===== src/rtl/bx_pkg.sv =====
package bx_pkg;

    typedef enum logic {
        DIR_TO_CARD   = 1'b0,
        DIR_FROM_CARD = 1'b1
    } xfer_dir_e;

    typedef enum logic {
        SEL_BLOCK_LEN = 1'b0,
        SEL_BLOCK_CNT = 1'b1
    } cfg_sel_e;

    // Engine sequencing state: half = low byte already handled for this word
    typedef struct packed {
        logic      active;
        xfer_dir_e dir;
        logic      half;
        logic [7:0] lo;
        logic      done;
    } eng_state_t;

endpackage


===== src/rtl/bx_word_fifo.sv =====
module bx_word_fifo #(
    parameter int AW = 5,
    parameter int DW = 16
) (
    input  logic          clk,
    input  logic          rst_n,
    input  logic          flush,
    input  logic          push,
    input  logic [DW-1:0] push_data,
    input  logic          pop,
    output logic [DW-1:0] head,
    output logic [AW:0]   count
);
    localparam int DEPTH = 1 << AW;

    typedef struct packed {
        logic [AW-1:0] wp;
        logic [AW-1:0] rp;
        logic [AW:0]   cnt;
    } fifo_st_t;

    fifo_st_t st_d, st_q;
    logic [DW-1:0] mem_q [DEPTH];
    logic do_push, do_pop;

    always_comb begin
        do_push = push && (st_q.cnt != (AW+1)'(DEPTH)) && !flush;
        do_pop  = pop && (st_q.cnt != '0) && !flush;
        st_d = st_q;
        if (flush) begin
            st_d = '0;
        end else begin
            if (do_push) st_d.wp = st_q.wp + 1'b1;
            if (do_pop)  st_d.rp = st_q.rp + 1'b1;
            st_d.cnt = st_q.cnt + (AW+1)'(do_push) - (AW+1)'(do_pop);
        end
    end

    always_ff @(posedge clk) begin
        if (!rst_n) st_q <= '0;
        else        st_q <= st_d;
    end

    always_ff @(posedge clk) begin
        if (do_push) mem_q[st_q.wp] <= push_data;
    end

    assign head  = mem_q[st_q.rp];
    assign count = st_q.cnt;

endmodule


===== src/rtl/bx_countdown.sv =====
module bx_countdown
    import bx_pkg::*;
#(
    parameter int LEN_BITS = 11
) (
    input  logic                clk,
    input  logic                rst_n,
    input  logic                cfg_wr,
    input  cfg_sel_e            cfg_sel,
    input  logic [LEN_BITS-1:0] cfg_data,
    input  logic                step,
    output logic [LEN_BITS:0]   blen_left,
    output logic [LEN_BITS:0]   nblk_left,
    output logic                last_byte,
    output logic                last_block
);
    localparam int CW = LEN_BITS + 1;
    localparam logic [CW-1:0] ONE = CW'(1);

    typedef struct packed {
        logic [CW-1:0] blen_cfg;
        logic [CW-1:0] nblk_cfg;
        logic [CW-1:0] blen_cnt;
        logic [CW-1:0] nblk_cnt;
    } cnt_st_t;

    cnt_st_t st_d, st_q;
    logic [CW-1:0] enc;

    always_comb begin
        enc  = {1'b0, cfg_data} + ONE;
        st_d = st_q;
        if (step) begin
            if (st_q.blen_cnt == ONE) begin
                st_d.blen_cnt = st_q.blen_cfg;
                if (st_q.nblk_cnt == ONE) st_d.nblk_cnt = st_q.nblk_cfg;
                else                      st_d.nblk_cnt = st_q.nblk_cnt - ONE;
            end else begin
                st_d.blen_cnt = st_q.blen_cnt - ONE;
            end
        end
        if (cfg_wr) begin
            if (cfg_sel == SEL_BLOCK_LEN) begin
                st_d.blen_cfg = enc;
                st_d.blen_cnt = enc;
            end else begin
                st_d.nblk_cfg = enc;
                st_d.nblk_cnt = enc;
                st_d.blen_cnt = st_q.blen_cfg;
            end
        end
    end

    always_ff @(posedge clk) begin
        if (!rst_n) st_q <= '{blen_cfg: ONE, nblk_cfg: ONE, blen_cnt: ONE, nblk_cnt: ONE};
        else        st_q <= st_d;
    end

    assign blen_left  = st_q.blen_cnt;
    assign nblk_left  = st_q.nblk_cnt;
    assign last_byte  = (st_q.blen_cnt == ONE);
    assign last_block = (st_q.nblk_cnt == ONE);

endmodule


===== src/rtl/bx_engine.sv =====
module bx_engine
    import bx_pkg::*;
#(
    parameter int AW = 5
) (
    input  logic          clk,
    input  logic          rst_n,
    input  logic          launch,
    input  xfer_dir_e     launch_dir,
    input  logic          done_clr,
    input  logic [AW-1:0] af_level,
    input  logic [AW:0]   fifo_count,
    input  logic [15:0]   fifo_head,
    input  logic          last_byte,
    input  logic          last_block,
    output logic          card_rd_req,
    input  logic          card_rd_ack,
    input  logic [7:0]    card_rd_byte,
    output logic          card_wr_req,
    input  logic          card_wr_ack,
    output logic [7:0]    card_wr_byte,
    output logic          byte_step,
    output logic          eng_push,
    output logic [15:0]   eng_push_data,
    output logic          eng_pop,
    output logic          busy,
    output xfer_dir_e     cur_dir,
    output logic          done
);
    eng_state_t st_d, st_q;
    logic rd_fire, wr_fire;

    always_comb begin
        card_rd_req  = st_q.active && (st_q.dir == DIR_FROM_CARD) &&
                       (st_q.half || (fifo_count <= {1'b0, af_level}));
        card_wr_req  = st_q.active && (st_q.dir == DIR_TO_CARD) && (fifo_count != '0);
        card_wr_byte = st_q.half ? fifo_head[15:8] : fifo_head[7:0];
        rd_fire      = card_rd_req && card_rd_ack && !launch;
        wr_fire      = card_wr_req && card_wr_ack && !launch;
        byte_step    = rd_fire || wr_fire;

        st_d          = st_q;
        eng_push      = 1'b0;
        eng_pop       = 1'b0;
        eng_push_data = {8'h00, card_rd_byte};

        if (done_clr) st_d.done = 1'b0;

        if (rd_fire) begin
            if (st_q.half) begin
                eng_push      = 1'b1;
                eng_push_data = {card_rd_byte, st_q.lo};
                st_d.half     = 1'b0;
            end else if (last_byte) begin
                eng_push = 1'b1;
            end else begin
                st_d.lo   = card_rd_byte;
                st_d.half = 1'b1;
            end
        end

        if (wr_fire) begin
            if (st_q.half) begin
                eng_pop   = 1'b1;
                st_d.half = 1'b0;
            end else if (last_byte) begin
                eng_pop = 1'b1;
            end else begin
                st_d.half = 1'b1;
            end
        end

        if (byte_step && last_byte && last_block) begin
            st_d.active = 1'b0;
            st_d.half   = 1'b0;
            st_d.done   = 1'b1;
        end

        if (launch) begin
            st_d.active = 1'b1;
            st_d.dir    = launch_dir;
            st_d.half   = 1'b0;
            st_d.lo     = 8'h00;
        end
    end

    always_ff @(posedge clk) begin
        if (!rst_n) st_q <= '{active: 1'b0, dir: DIR_TO_CARD, half: 1'b0, lo: 8'h00, done: 1'b0};
        else        st_q <= st_d;
    end

    assign busy    = st_q.active;
    assign cur_dir = st_q.dir;
    assign done    = st_q.done;

endmodule


===== src/rtl/blk_byte_xfer.sv =====
module blk_byte_xfer
    import bx_pkg::*;
#(
    parameter int AW       = 5,
    parameter int LEN_BITS = 11
) (
    input  logic                clk,
    input  logic                rst_n,
    input  logic                cfg_wr_en,
    input  logic                cfg_sel,
    input  logic [LEN_BITS-1:0] cfg_wdata,
    input  logic [AW-1:0]       af_level,
    input  logic                launch,
    input  logic                launch_dir,
    input  logic                done_clr,
    input  logic                host_wr_en,
    input  logic [15:0]         host_wdata,
    input  logic                host_rd_en,
    output logic [15:0]         host_rdata,
    output logic [AW:0]         fifo_count,
    output logic                card_rd_req,
    input  logic                card_rd_ack,
    input  logic [7:0]          card_rd_byte,
    output logic                card_wr_req,
    input  logic                card_wr_ack,
    output logic [7:0]          card_wr_byte,
    output logic [LEN_BITS:0]   blen_left,
    output logic [LEN_BITS:0]   nblk_left,
    output logic                busy,
    output logic                done
);
    localparam int CW = LEN_BITS + 1;

    logic        byte_step, last_byte, last_block;
    logic        eng_push, eng_pop, host_push, host_pop;
    logic [15:0] eng_push_data, fifo_head;
    xfer_dir_e   cur_dir;

    bx_word_fifo #(.AW(AW), .DW(16)) fifo_i (
        .clk       (clk),
        .rst_n     (rst_n),
        .flush     (launch),
        .push      (eng_push || host_push),
        .push_data (eng_push ? eng_push_data : host_wdata),
        .pop       (eng_pop || host_pop),
        .head      (fifo_head),
        .count     (fifo_count)
    );

    bx_countdown #(.LEN_BITS(LEN_BITS)) cnt_i (
        .clk        (clk),
        .rst_n      (rst_n),
        .cfg_wr     (cfg_wr_en),
        .cfg_sel    (cfg_sel_e'(cfg_sel)),
        .cfg_data   (cfg_wdata),
        .step       (byte_step),
        .blen_left  (blen_left),
        .nblk_left  (nblk_left),
        .last_byte  (last_byte),
        .last_block (last_block)
    );

    bx_engine #(.AW(AW)) eng_i (
        .clk           (clk),
        .rst_n         (rst_n),
        .launch        (launch),
        .launch_dir    (xfer_dir_e'(launch_dir)),
        .done_clr      (done_clr),
        .af_level      (af_level),
        .fifo_count    (fifo_count),
        .fifo_head     (fifo_head),
        .last_byte     (last_byte),
        .last_block    (last_block),
        .card_rd_req   (card_rd_req),
        .card_rd_ack   (card_rd_ack),
        .card_rd_byte  (card_rd_byte),
        .card_wr_req   (card_wr_req),
        .card_wr_ack   (card_wr_ack),
        .card_wr_byte  (card_wr_byte),
        .byte_step     (byte_step),
        .eng_push      (eng_push),
        .eng_push_data (eng_push_data),
        .eng_pop       (eng_pop),
        .busy          (busy),
        .cur_dir       (cur_dir),
        .done          (done)
    );

    // The host may only touch the FIFO side the engine is not using
    always_comb begin
        host_push = host_wr_en && !(busy && (cur_dir == DIR_FROM_CARD));
        host_pop  = host_rd_en && !(busy && (cur_dir == DIR_TO_CARD));
    end

    assign host_rdata = fifo_head;

endmodule


===== config.mk =====
export PLATFORM = sky130hd
export DESIGN_NAME = blk_byte_xfer
export DESIGN_NICKNAME = d
export VERILOG_FILES = /design/src/rtl/bx_pkg.sv /design/src/rtl/bx_word_fifo.sv /design/src/rtl/bx_countdown.sv /design/src/rtl/bx_engine.sv /design/src/rtl/blk_byte_xfer.sv
export SDC_FILE = /design/constraint.sdc
export NUM_CORES = 1
export LEC_CHECK = 0
export BUFFER_PORTS_ARGS = -buffer_cell sky130_fd_sc_hd__buf_2
export CORE_MARGIN = 2
export CORE_UTILIZATION = 65
export DETAILED_ROUTE_END_ITERATION = 6
export MAX_ROUTING_LAYER = met4
export PLACE_DENSITY = 0.83
export SLEW_MARGIN = 25
export SYNTH_ARGS = -nofsm -noshare
export SYNTH_HDL_FRONTEND = slang
export SYNTH_HIERARCHICAL = 1
export SYNTH_SLANG_ARGS = --single-unit

===== constraint.sdc =====
create_clock -name clk -period 11.23 [get_ports clk]
set_input_delay 2.8075 -clock clk [delete_from_list [all_inputs] [get_ports clk]]
set_output_delay 2.8075 -clock clk [all_outputs]
set_load 0.03 [all_outputs]

==> impl_results.md <==
* Asr flop ratio synth at 0
* Share of total power in the clock network at 0.419
* Switching part of the total at 0.2261
* Flop-to-flop setup slack at 5570 ps
* Mapped cell area at 25090 um^2
* Setup tns final at 0 ps
* F_max at 138.0 MHz
* Post-CTS Setup Repair Bufs at 0
* EDFF count, synth at 512
* Final count of hold timing violations at 0
* CTS sink cnt at 593
* Top-area cell type share of the netlist area at 0.6129
* # IOs at 109
* FF+latch count, synth at 593
* Root buffer cell: clkbuf_16
* DRT Pass-1 Iters at 5
* Critical Path RT at 8420 ps
* Core Box Area at 37840 um^2
* Clock buffer count from CTS at 57
* Total global-route track usage at 0.3129
* Final setup fails at 0
* Syn Area/Cell at 15.58 um^2
* Die H at 200.5 um
* P_sw at 1.083 mW
* Status: completed
* Die ar. at 40180 um^2
* DR DRC count at 0
* Max-cap violations at 0
* Crit start category: input port
* Via density at 6.686
* Largest net degree at the start of global routing at 66
* Final period util at 0.6454
* Initial antenna violation count at 0
* Post-Syn Instances at 1610
* Worst-Margin Slew at 1087 ps
* Skew-Pair Late Insertion Delay at 610 ps
* Slew Limit Fails at 0
* R2r endpoint: fifo_i/count[4]
* Crit path to: card_rd_req
* Hold_buf cts at 0
* Clk buf depth at 3
* Leakage at 9.103 nW
* Max IR drop VDD at 0.1366 mV
* Hpwl dp at 35980 um
* Hold Path Class: register to register
* Reg clk slew, reported paths at 60 ps
* Worst Skew at 26.78 ps
* Antenna diodes at 0
* Worst setup path class: input port to output port
* Sequential share of power at 0.509
* Crit path launch: af_level[4]
* Rows at 71
* NumNets Final at 1775
* Synth area leaders: edfxtp_1 61%, dfxtp_1 6.5%, mux2i_1 5.6%
* Grt ovf at 0
* Port Buffers at 108
* Overall die width at 200.5 um
* Comb pwr share at 0.072
* Worst R2R Start: cnt_i/blen_left[0]
* Initial core utilization at 0.6629
* Most frequent cells in the layout: 512 x edfxtp_1, 141 x mux2i_1, 108 x buf_2
* H-tree depth at 2
* PD cells at 172.0 nW/um^2
* Final Util at 0.7360
* RSZ-0062 raised after global routing: no
* Drt total wl at 60580 um
* Synthesis-to-layout area growth at 11.04%
* Wire per inst at 26.88 um
* Most area-hungry cell type in the Yosys netlist: edfxtp_1
* Dominant synthesized flop cell: edfxtp_1
* Synth cell types at 86
* Commonest non-fill, non-tap cell in the layout: edfxtp_1
* Via count at 15070
* Final ANT Viol Nets at 0
* Post-route minimum period at 7248 ps
* Yosys warnings at 6
* Share of cells above drive strength 1 at 0.2094
* RD Place Congestion at 0.8951
* First-pass GRT wire length at 91380 um
* Arr. time, crit path at 4440 ps
* DRT iter0 DRCs at 1612
* Slew HR at 0.2754
* Sequential fraction of the synthesis area at 0.6775
* Crit-path max FO at 3
* CTS tree: done
* Vias in the first global route at 14960
* Mapped Nets at 1686
* Post-CTS Resized at 0
* Setup crit end kind: output port
* R2R depth at 19
* Int Pwr at 3.708 mW
[registers in the layout, summed over array words and instances, names as in the netlist, named ones only]
register / flops
cnt_i/blen_left: 12
cnt_i/nblk_left: 12
cnt_i/st_q: 24
eng_i/busy: 1
eng_i/cur_dir: 1
eng_i/done: 1
eng_i/st_q: 8
fifo_i/count: 6
fifo_i/mem_q: 512
fifo_i/st_q: 10
[logic make-up after synthesis]
kind of cell	after synthesis	share of synthesized area
flip-flops	593	0.6775
AND/OR/NAND/NOR	344	0.07063
multiplexers	239	0.1315
AO/OA/AOI/OAI	238	0.06719
buffers and inverters	151	0.03337
adder cells (fa/ha/maj)	25	0.01277
XOR/XNOR	20	0.006983
[cell type report]
class,instances,area [um^2]
clock buffer,65,1466
clock inverter,38,480.5
fill,2326,9990
inverter,31,116.4
multi-input combinational,866,7278
sequential,593,17010
tap,511,639.4
timing repair buffer,150,868.3
[worst min-delay path by stage]
stage	start	to	depth (start not counted)
floorplan	cnt_i/st_q[24]	cnt_i/st_q[24]	1
global placement	cnt_i/st_q[24]	cnt_i/st_q[24]	1
detailed placement	cnt_i/st_q[24]	cnt_i/st_q[24]	1
CTS	cnt_i/st_q[24]	cnt_i/st_q[24]	1
global route	eng_i/st_q[7]	eng_i/st_q[7]	2
finish	cnt_i/st_q[24]	cnt_i/st_q[24]	1
[cell usage after synthesis (3+ instances only)]
master      n
ha_1       24
and3_1     16
a21o_1      5
o21a_1     11
a31oi_1     9
o211ai_1    6
buf_4      33
buf_2      38
clkbuf_1   35
o22ai_1     8
inv_1      30
nor2_1     92
and2_1      8
buf_1       6
edfxtp_1  512
a211oi_1    9
mux2_4      9
or3_1       9
nand2b_1    7
nand2_1    66
o31ai_1     3
buf_6       3
xnor2_1    12
mux2_2     25
nor3_1     15
o21ai_0    22
mux2i_1   141
a211o_1     5
a21oi_1    36
nand4_1    22
or3b_2      4
nand3_1    54
mux4_1      8
nor4_1     10
nand3b_1    4
nor2b_1    13
buf_12      4
xor2_1      8
mux4_2     56
dfxtp_1    81
a22oi_1    96
[power groups by stage]
stage / Clock, mW / Sequential [mW] / Combinational (mW)
3_5_place_dp: 0 / 2.49 / 0.339
2_1_floorplan: 0 / 2.47 / 0.244
3_3_place_gp: 0 / 2.48 / 0.326
4_1_cts: 2.02 / 2.44 / 0.341
5_1_grt: 2.10 / 2.44 / 0.371
6_report: 2.01 / 2.44 / 0.345
[layer usage]
metal | GRT usage | up-vias | share of wire
li1 | - | 6476 | -
met1 | 0.4121 | 7525 | 0.39
met2 | 0.4851 | 897 | 0.48
met3 | 0.05698 | 172 | 0.094
met4 | 0.1365 | 0 | 0.045
met5 | - | - | 0
[critical path: stages]
cell and delay [ps]:
buf_2 80, inv_1 40, ha_1 310, and4b_1 220, and3_4 180, a311o_2 400, and3_2 220, buf_2 170
[through the flow]
step           setup slack, ps  area [um^2]  total power [mW]  instances  hold slack, ps
2_1_floorplan             4259        25090             2.719       1610           425.9
3_3_place_gp              4051        25870             2.810       2150           431.8
3_5_place_dp              3986        25910             2.824       2151           443.5
4_1_cts                   3986        27850             4.800       2254           457.6
5_1_grt                   3935        27850             4.912       2254           473.6
6_report                  3982        27850             4.792       2254           460.7
Note: power is estimated with default switching activity, not from simulation.
